File: config.mk
export PLATFORM = sky130hd
export DESIGN_NAME = frcGrayMod
export DESIGN_NICKNAME = d
export VERILOG_FILES = /design/src/rtl/frcPkg.sv /design/src/rtl/frcCtrl.sv /design/src/rtl/frcDatapath.sv /design/src/rtl/frcGrayMod.sv
export SDC_FILE = /design/constraint.sdc
export NUM_CORES = 1
export LEC_CHECK = 0
export BUFFER_PORTS_ARGS = -buffer_cell sky130_fd_sc_hd__buf_2
export CORE_ASPECT_RATIO = 0.7
export CORE_MARGIN = 4
export CORE_UTILIZATION = 45
export CTS_BUF_LIST = sky130_fd_sc_hd__clkbuf_8
export DETAILED_ROUTE_END_ITERATION = 16
export PLACE_DENSITY = 0.73
export SLEW_MARGIN = 20
export SYNTH_ARGS = -nofsm -noshare
export SYNTH_HDL_FRONTEND = slang
export SYNTH_SLANG_ARGS = --single-unit
File: constraint.sdc
create_clock -name clk -period 6.7 [get_ports clk]
set_input_delay 2.01 -clock clk [delete_from_list [all_inputs] [get_ports clk]]
set_output_delay 2.01 -clock clk [all_outputs]
set_load 0.01 [all_outputs]
File: src/rtl/frcPkg.sv
package frcPkg;
  typedef struct packed {
    logic load;
    logic blank;
  } frcStrobes_t;

  localparam int PHASE_W = 2;
endpackage

File: src/rtl/frcCtrl.sv
module frcCtrl
  import frcPkg::*;
(
  input  logic               rowStrobe,
  input  logic               displayOff,
  input  logic [PHASE_W-1:0] framePhase,
  input  logic [PHASE_W-1:0] linePhase,
  output frcStrobes_t        strobes,
  output logic [PHASE_W-1:0] basePhase
);
  logic [PHASE_W+1:0] rawSum;

  always_comb begin
    strobes.blank = displayOff;
    strobes.load  = rowStrobe & ~displayOff;
    rawSum    = (PHASE_W+2)'(framePhase) + (PHASE_W+2)'(linePhase);
    basePhase = PHASE_W'(rawSum % (PHASE_W+2)'(3));
  end
endmodule

File: src/rtl/frcDatapath.sv
module frcDatapath
  import frcPkg::*;
#(
  parameter int NUM_COLS = 8
) (
  input  logic                  clk,
  input  logic                  rstN,
  input  frcStrobes_t           strobes,
  input  logic [PHASE_W-1:0]    basePhase,
  input  logic [PHASE_W-1:0]    colPhase,
  input  logic                  codeInvert,
  input  logic [2*NUM_COLS-1:0] pixCodes,
  output logic [NUM_COLS-1:0]   driveOn
);
  localparam int SUM_W = PHASE_W + 2;

  logic [NUM_COLS-1:0] nextOn;

  for (genvar i = 0; i < NUM_COLS; i++) begin : g_col
    localparam logic [PHASE_W-1:0] COL_OFS = PHASE_W'(i % 3);
    logic [1:0]         level;
    logic [SUM_W-1:0]   rawSum;
    logic [PHASE_W-1:0] slot;

    always_comb begin
      level  = pixCodes[2*i +: 2] ^ {2{codeInvert}};
      rawSum = SUM_W'(basePhase) + SUM_W'(colPhase) + SUM_W'(COL_OFS);
      slot   = PHASE_W'(rawSum % SUM_W'(3));
      unique case (level)
        2'd0:    nextOn[i] = 1'b0;
        2'd1:    nextOn[i] = (slot == 2'd0);
        2'd2:    nextOn[i] = (slot != 2'd2);
        default: nextOn[i] = 1'b1;
      endcase
    end
  end

  always_ff @(posedge clk) begin
    if (!rstN)              driveOn <= '0;
    else if (strobes.blank) driveOn <= '0;
    else if (strobes.load)  driveOn <= nextOn;
  end
endmodule

File: src/rtl/frcGrayMod.sv
module frcGrayMod
  import frcPkg::*;
#(
  parameter int NUM_COLS = 8
) (
  input  logic                  clk,
  input  logic                  rstN,
  input  logic                  rowStrobe,
  input  logic [2*NUM_COLS-1:0] pixCodes,
  input  logic [1:0]            framePhase,
  input  logic [1:0]            linePhase,
  input  logic [1:0]            colPhase,
  input  logic                  codeInvert,
  input  logic                  displayOff,
  output logic [NUM_COLS-1:0]   driveOn
);
  frcStrobes_t        strobes;
  logic [PHASE_W-1:0] basePhase;

  frcCtrl ctrl_i (
    .rowStrobe (rowStrobe),
    .displayOff(displayOff),
    .framePhase(framePhase),
    .linePhase (linePhase),
    .strobes   (strobes),
    .basePhase (basePhase)
  );

  frcDatapath #(.NUM_COLS(NUM_COLS)) dp_i (
    .clk       (clk),
    .rstN      (rstN),
    .strobes   (strobes),
    .basePhase (basePhase),
    .colPhase  (colPhase),
    .codeInvert(codeInvert),
    .pixCodes  (pixCodes),
    .driveOn   (driveOn)
  );
endmodule

==> results.json, run 1 <==
{
  "status": "finished clean",
  "die_area_um2": 3839,
  "cp_cell_sequence": "buf_2 -> ha_1 -> fa_1 -> inv_1 -> nor2_1 -> ha_1 -> a21oi_2 -> xnor2_1 -> ha_2 -> fa_2 -> ha_1 -> xnor2_2 -> a21oi_2 -> ha_1 -> inv_1 -> ha_2 -> inv_2 -> a21oi_1 -> xnor2_1 -> ha_1 -> or4_4 -> a311oi_2 -> a21o_1 -> a211oi_1",
  "grt_max_degree": 23,
  "clock_sinks": 8,
  "ir_drop_mv": 0.1562,
  "synthFlopType": "dfxtp_1",
  "wire_per_inst_um": 13.65,
  "synth_edf_count": 0,
  "highest_layer": "met4",
  "whs_ns": 0.4696,
  "antenna_found_initial": 0,
  "min_path_type": "flop to flop",
  "route.met2.wl_um": 1637,
  "fin_cells": 248,
  "cellPowerDensity_nw_per_um2": 363.9,
  "first_pass_iters": 4,
  "fmax_mhz": 154.8,
  "pre_cts_slack_ns": -0.1650,
  "hpwl_um": 2721,
  "slew_headroom_pct": 56.40,
  "n_antenna_cell": 0,
  "endpoint_kind": "flop",
  "dp.cells": 244,
  "finalCritPeriodShare_pct": 96.44,
  "seq_area_frac_synth_pct": 12.27,
  "wl_met3_um": 183,
  "crit_top_cell": "ha_1",
  "hold_violations": 0,
  "utilization_pct": 57.64,
  "start_util_pct": 46.90,
  "startpoint_type": "input pin",
  "critPathArrivalTime_ns": 6.57,
  "rsz0062_at_grt": "false",
  "crit_slowest_cell": "or4_4",
  "grt_remaining_overflow": 0,
  "synthTopCellsByArea": "ha_1 13%, dfxtp_1 12%, a21oi_1 6.9%, xnor2_1 5.4%, nand2_1 5.2%",
  "h-tree-depth": 1,
  "synth_area_per_cell_um2": 7.500,
  "maxSlewViolCount": 0,
  "crit_required_ns": 6.81,
  "drt-met1-wl_um": 1544,
  "async_flop_share_pct": 0,
  "syn-instance-count": 174,
  "area_delta_synth_final_pct": 22.91,
  "drc": 0,
  "worst-slew-pin-transition_ns": 0.6511,
  "synth_nets": 217,
  "grt_pass1_wl_um": 5575,
  "regMostFlops": "dp_i.driveOn",
  "core_um2": 2783,
  "critPathMaxStageDelay_ns": 0.53,
  "synth_top_area_cell": "ha_1",
  "largest_register_ffs": 8,
  "port_buffers": 34,
  "grt_util_all_layers_pct": 18.05,
  "rows": 16,
  "syn-cell-area_um2": 1305,
  "synth-seq-cells": 8,
  "routabilityCongestion": 0.9240,
  "finClkSkew_ns": 0,
  "worst_slack_ns": 0.2386,
  "reg_top3": "dp_i.driveOn x8",
  "cts_hold_buf": 0,
  "fin_crit_ns": 6.461,
  "die_h_um": 53.06,
  "root_buffer": "clkbuf_8",
  "max_cap_viol_count": 0,
  "synth.distinct_cells": 44,
  "crit_family": "adder cells",
  "final_common_cell": "buf_2",
  "vias_per_cell": 5.899,
  "path_buf_inv": 4,
  "clockBufferDepth": 2,
  "yosysWarnings": 0,
  "antenna_left": 0,
  "drt_iter0_markers": 111,
  "final_cell_mix": "34 x buf_2, 18 x nand2_1, 16 x a21oi_1",
  "detailroute.via_count": 1463,
  "grt_pass1_vias": 1372,
  "pin_count": 35,
  "die_x_um": 72.37,
  "p_leak_nw": 0.7187,
  "clk_pin_slew_ns": 0.04,
  "final_nets": 257,
  "clock_latency_ns": 0.23,
  "setup_viol": 0,
  "cts_buffers": 3,
  "worstSetupPathType": "input pin to flop",
  "drive_gt1_share_pct": 26.42,
  "synth_top_area_share_pct": 13.42,
  "finalWirelength_um": 3386,
  "worstPathMaxFanout": 4,
  "cts_tree": "built"
}
per-layer routing:
layer / up-vias / track usage (%)
met5: - / 0
met4: 0 / 4.375
met3: 4 / 3.795
met2: 43 / 32.33
met1: 687 / 22.07
li1: 729 / -
where the power goes:
part / internal, W / leakage [nW] / switching [W]
combinational: 0.000196 / 0.632 / 0.000271
sequential: 0.0000546 / 0.0652 / 0.00000403
clock: 0.0000389 / 0.0216 / 0.0000191
total: 0.000290 / 0.719 / 0.000294
synthesized netlist by cell type, types with 2 or more instances:
cell type and instances:
a211oi_1 5, a21oi_1 18, a2bb2oi_1 3, and2_1 2
clkbuf_1 3, dfxtp_1 8, fa_1 2, ha_1 14
inv_1 13, nand2_1 18, nand2b_1 2, nand3_1 3
nand4_1 2, nor2_1 12, nor2b_1 6, nor3b_1 2
o211a_1 2, o211ai_1 9, o21ai_0 7, o221ai_1 3
o311ai_0 3, o31a_1 2, o31ai_1 2, o32ai_1 2
or2_2 2, or3_1 2, xnor2_1 8, xnor2_2 2
xor2_1 2
metrics by stage:
step / setup TNS [ns] / power, W / cell area, um2
3_3_place_gp: -0.01477 / 0.0004845 / 1535
6_report: 0 / 0.0005837 / 1604
5_1_grt: 0 / 0.0006349 / 1604
4_1_cts: 0 / 0.0005678 / 1577
3_5_place_dp: -0.4727 / 0.0005063 / 1535
2_1_floorplan: 0 / 0.0004018 / 1305
worst reg2reg max path: cells and delay by family (launching register included):
kind | cells | cell delay (ns)
AND/OR/NAND/NOR | 2 | 0.35
flip-flops | 1 | 0.29
AO/OA/AOI/OAI | 1 | 0.09
cell families after synthesis:
logic type                 synth area share [%]
AOI/OAI and AO/OA                         35.19
xor gates and xnor gates                  9.205
adders and majority gates                 16.49
buffers and inverters                     4.890
DFF                                       12.27
muxes                                    0.8628
and+or+nand+nor                           21.09
layout make-up:
class	count	area [um2]
Clock buffer	3	41.29
Fill cell	259	1179
Inverter	13	48.80
Multi-Input combinational cell	149	1101
Sequential cell	8	160.2
Tap cell	36	45.04
Timing Repair Buffer	39	207.7
what timing repair did:
| action | 4_1_cts | 5_1_grt |
|---|---|---|
| gates resized for setup | 0 | 6 |
| setup endpoints to repair | 0 | 3 |
| setup buffers | 0 | 1 |
path summary, 6_finish.rpt:
path,startpoint,to,slack [ns],cells after the start
worst min-delay path,dp_i.driveOn[3]$_SDFFE_PP0P_,dp_i.driveOn[3]$_SDFFE_PP0P_,0.47,2
worst min register to register,dp_i.driveOn[3]$_SDFFE_PP0P_,dp_i.driveOn[3]$_SDFFE_PP0P_,0.47,2
worst max-delay path,framePhase[0],dp_i.driveOn[1]$_SDFFE_PP0P_,0.24,24
worst max register to register,dp_i.driveOn[7]$_SDFFE_PP0P_,dp_i.driveOn[7]$_SDFFE_PP0P_,5.86,3
Power figures use the tool's default switching activity.
==> run 2: changes to the inputs <==
--- a/config.mk
+++ b/config.mk
@@ -10,6 +10,6 @@
 export CORE_MARGIN = 4
-export CORE_UTILIZATION = 45
+export CORE_UTILIZATION = 49
 export CTS_BUF_LIST = sky130_fd_sc_hd__clkbuf_8
 export DETAILED_ROUTE_END_ITERATION = 16
-export PLACE_DENSITY = 0.73
+export PLACE_DENSITY = 0.78
 export SLEW_MARGIN = 20
==> constraint.sdc (replaced) <==
create_clock -name clk -period 6.7 [get_ports clk]
set_input_delay 0.67 -clock clk [delete_from_list [all_inputs] [get_ports clk]]
set_output_delay 0.67 -clock clk [all_outputs]
set_load 0.01 [all_outputs]
==> results.json, run 2 (synthesized netlist as in run 1, its figures left out) <==
{
  "post_cts_buffers": 0,
  "finalWirelength_um": 3270,
  "combinationalPowerShare_pct": 78.8,
  "cts_buffers": 3,
  "max_cap_viol_count": 0,
  "clockBufferDepth": 2,
  "crit_path_end": "dp_i.driveOn[1]$_SDFFE_PP0P_",
  "antenna_left": 0,
  "grt_util_all_layers_pct": 17.88,
  "fin_cells": 242,
  "cts_tree": "built",
  "vias_per_cell": 6.025,
  "cts.repair.resized": 0,
  "dp.cells": 239,
  "hold_violations": 0,
  "finClkSkew_ns": 0,
  "crit_required_ns": 6.82,
  "fmax_mhz": 182.5,
  "grt_max_degree": 23,
  "hpwl_um": 2614,
  "rsz0062_at_grt": "false",
  "setup_viol": 0,
  "slew_headroom_pct": 61.61,
  "p_clk_share_pct": 10.6,
  "endpoint_kind": "flop",
  "worstPathMaxFanout": 8,
  "r2r-start": "dp_i.driveOn[7]$_SDFFE_PP0P_",
  "worst_r2r_endpoint": "dp_i.driveOn[7]$_SDFFE_PP0P_",
  "wire_per_inst_um": 13.51,
  "critPathArrivalTime_ns": 5.60,
  "worstSetupPathType": "input pin to flop",
  "final_nets": 253,
  "n_antenna_cell": 0,
  "whs_path_depth": 2,
  "root_buffer": "clkbuf_8",
  "swShare_pct": 50.99,
  "fin_crit_ns": 5.479,
  "drive_gt1_share_pct": 21.63,
  "switching_power_w": 0.0002834,
  "final_common_cell": "buf_2",
  "regMostFlops": "dp_i.driveOn",
  "start_util_pct": 52.28,
  "clock_sinks": 8,
  "largest_register_ffs": 8,
  "maxSlewViolCount": 0,
  "h-tree-depth": 1,
  "grt_remaining_overflow": 0,
  "area_delta_synth_final_pct": 18.89,
  "port_buffers": 34,
  "rows": 15,
  "routabilityCongestion": 0.8024,
  "grt_pass1_wl_um": 5409,
  "startpoint": "framePhase[0]",
  "die_area_um2": 3566,
  "status": "finished clean",
  "clock_latency_ns": 0.23,
  "ir_drop_mv": 0.1808,
  "detailroute.via_count": 1458,
  "die_x_um": 69.68,
  "cts_hold_buf": 0,
  "r2r_cells": 3,
  "min_path_type": "flop to flop",
  "core_um2": 2496,
  "reg2reg_slack_ns": 5.87,
  "grt_pass1_vias": 1296,
  "antenna_found_initial": 0,
  "worst-slew-pin-transition_ns": 0.5759,
  "finalCritPeriodShare_pct": 81.78,
  "nFillCells": 218,
  "die_h_um": 51.18,
  "clk_pin_slew_ns": 0.04,
  "reg_top3": "dp_i.driveOn x8",
  "p_leak_nw": 0.7030,
  "drc": 0,
  "final_cell_mix": "34 x buf_2, 18 x a21oi_1, 18 x nand2_1",
  "cellPowerDensity_nw_per_um2": 358.3,
  "drt_iter0_markers": 84,
  "p_int_w": 0.0002724,
  "setup_tns_ns": 0,
  "pin_count": 35,
  "sequentialPowerShare_pct": 10.6,
  "first_pass_iters": 4,
  "startpoint_type": "input pin"
}
## run 2: cell count changes in the layout (fill, tap and decap cells not counted), sizes merged
cell  before  now
buf       39   35
## run 2: layer usage
| layer | GRT usage [%] | part of all wire [%] |
|---|---|---|
| met5 | 0 | 0 |
| met4 | 3.185 | 0.76 |
| met3 | 3.536 | 6.0 |
| met2 | 32.12 | 48 |
| met1 | 22.63 | 45 |
## run 2: critical path, cell delays in order
cell      delay, ns
buf_2          0.10
ha_1           0.20
fa_1           0.42
inv_1          0.10
nor2_1         0.06
ha_1           0.18
a21oi_1        0.18
xnor2_1        0.10
ha_1           0.19
fa_1           0.59
ha_1           0.28
xnor2_2        0.33
a21oi_1        0.11
ha_1           0.22
inv_1          0.05
ha_1           0.20
inv_1          0.10
a21oi_1        0.16
xnor2_1        0.09
ha_1           0.21
or4_4          0.53
a31oi_1        0.29
o31a_1         0.20
a211oi_1       0.04
## run 2: worst min-delay path by stage
stage / startpoint / end
floorplan: dp_i.driveOn[6]$_SDFFE_PP0P_ / dp_i.driveOn[6]$_SDFFE_PP0P_
global placement: dp_i.driveOn[6]$_SDFFE_PP0P_ / dp_i.driveOn[6]$_SDFFE_PP0P_
detailed placement: dp_i.driveOn[6]$_SDFFE_PP0P_ / dp_i.driveOn[6]$_SDFFE_PP0P_
CTS: dp_i.driveOn[6]$_SDFFE_PP0P_ / dp_i.driveOn[6]$_SDFFE_PP0P_
global route: dp_i.driveOn[6]$_SDFFE_PP0P_ / dp_i.driveOn[6]$_SDFFE_PP0P_
finish: dp_i.driveOn[6]$_SDFFE_PP0P_ / dp_i.driveOn[6]$_SDFFE_PP0P_
## run 2: metrics by stage
stage                     total power (W)  area [um2]  setup WS, ns  util [%]  hold slack [ns]
final                           0.0005559        1551         1.221     62.16           0.4525
after global routing            0.0006079        1551        0.8464     62.16           0.4795
after CTS                       0.0005523        1551         1.250     62.16           0.4581
after detailed placement        0.0004893        1510         1.039     60.50           0.4487
after global placement          0.0004684        1510         1.142     60.50           0.4475
after floorplan                 0.0004018        1305         1.486         -           0.4937
## run 2: power by group through the flow
stage / registers (W) / clock network, W / logic [W]
2_1_floorplan: 0.0000624 / 0 / 0.000339
3_3_place_gp: 0.0000591 / 0 / 0.000409
3_5_place_dp: 0.0000595 / 0 / 0.000430
4_1_cts: 0.0000590 / 0.0000603 / 0.000433
5_1_grt: 0.0000598 / 0.0000616 / 0.000487
6_report: 0.0000589 / 0.0000592 / 0.000438
## run 2: cell type report
class,instances,area [um2],area share [%]
clock buffers,3,41.29,2.661
inverters,13,48.80,3.145
multi-input cells,149,1081,69.68
repair buffers,35,177.7,11.45
flip-flops and latches,8,160.2,10.32
well taps,34,42.54,2.742
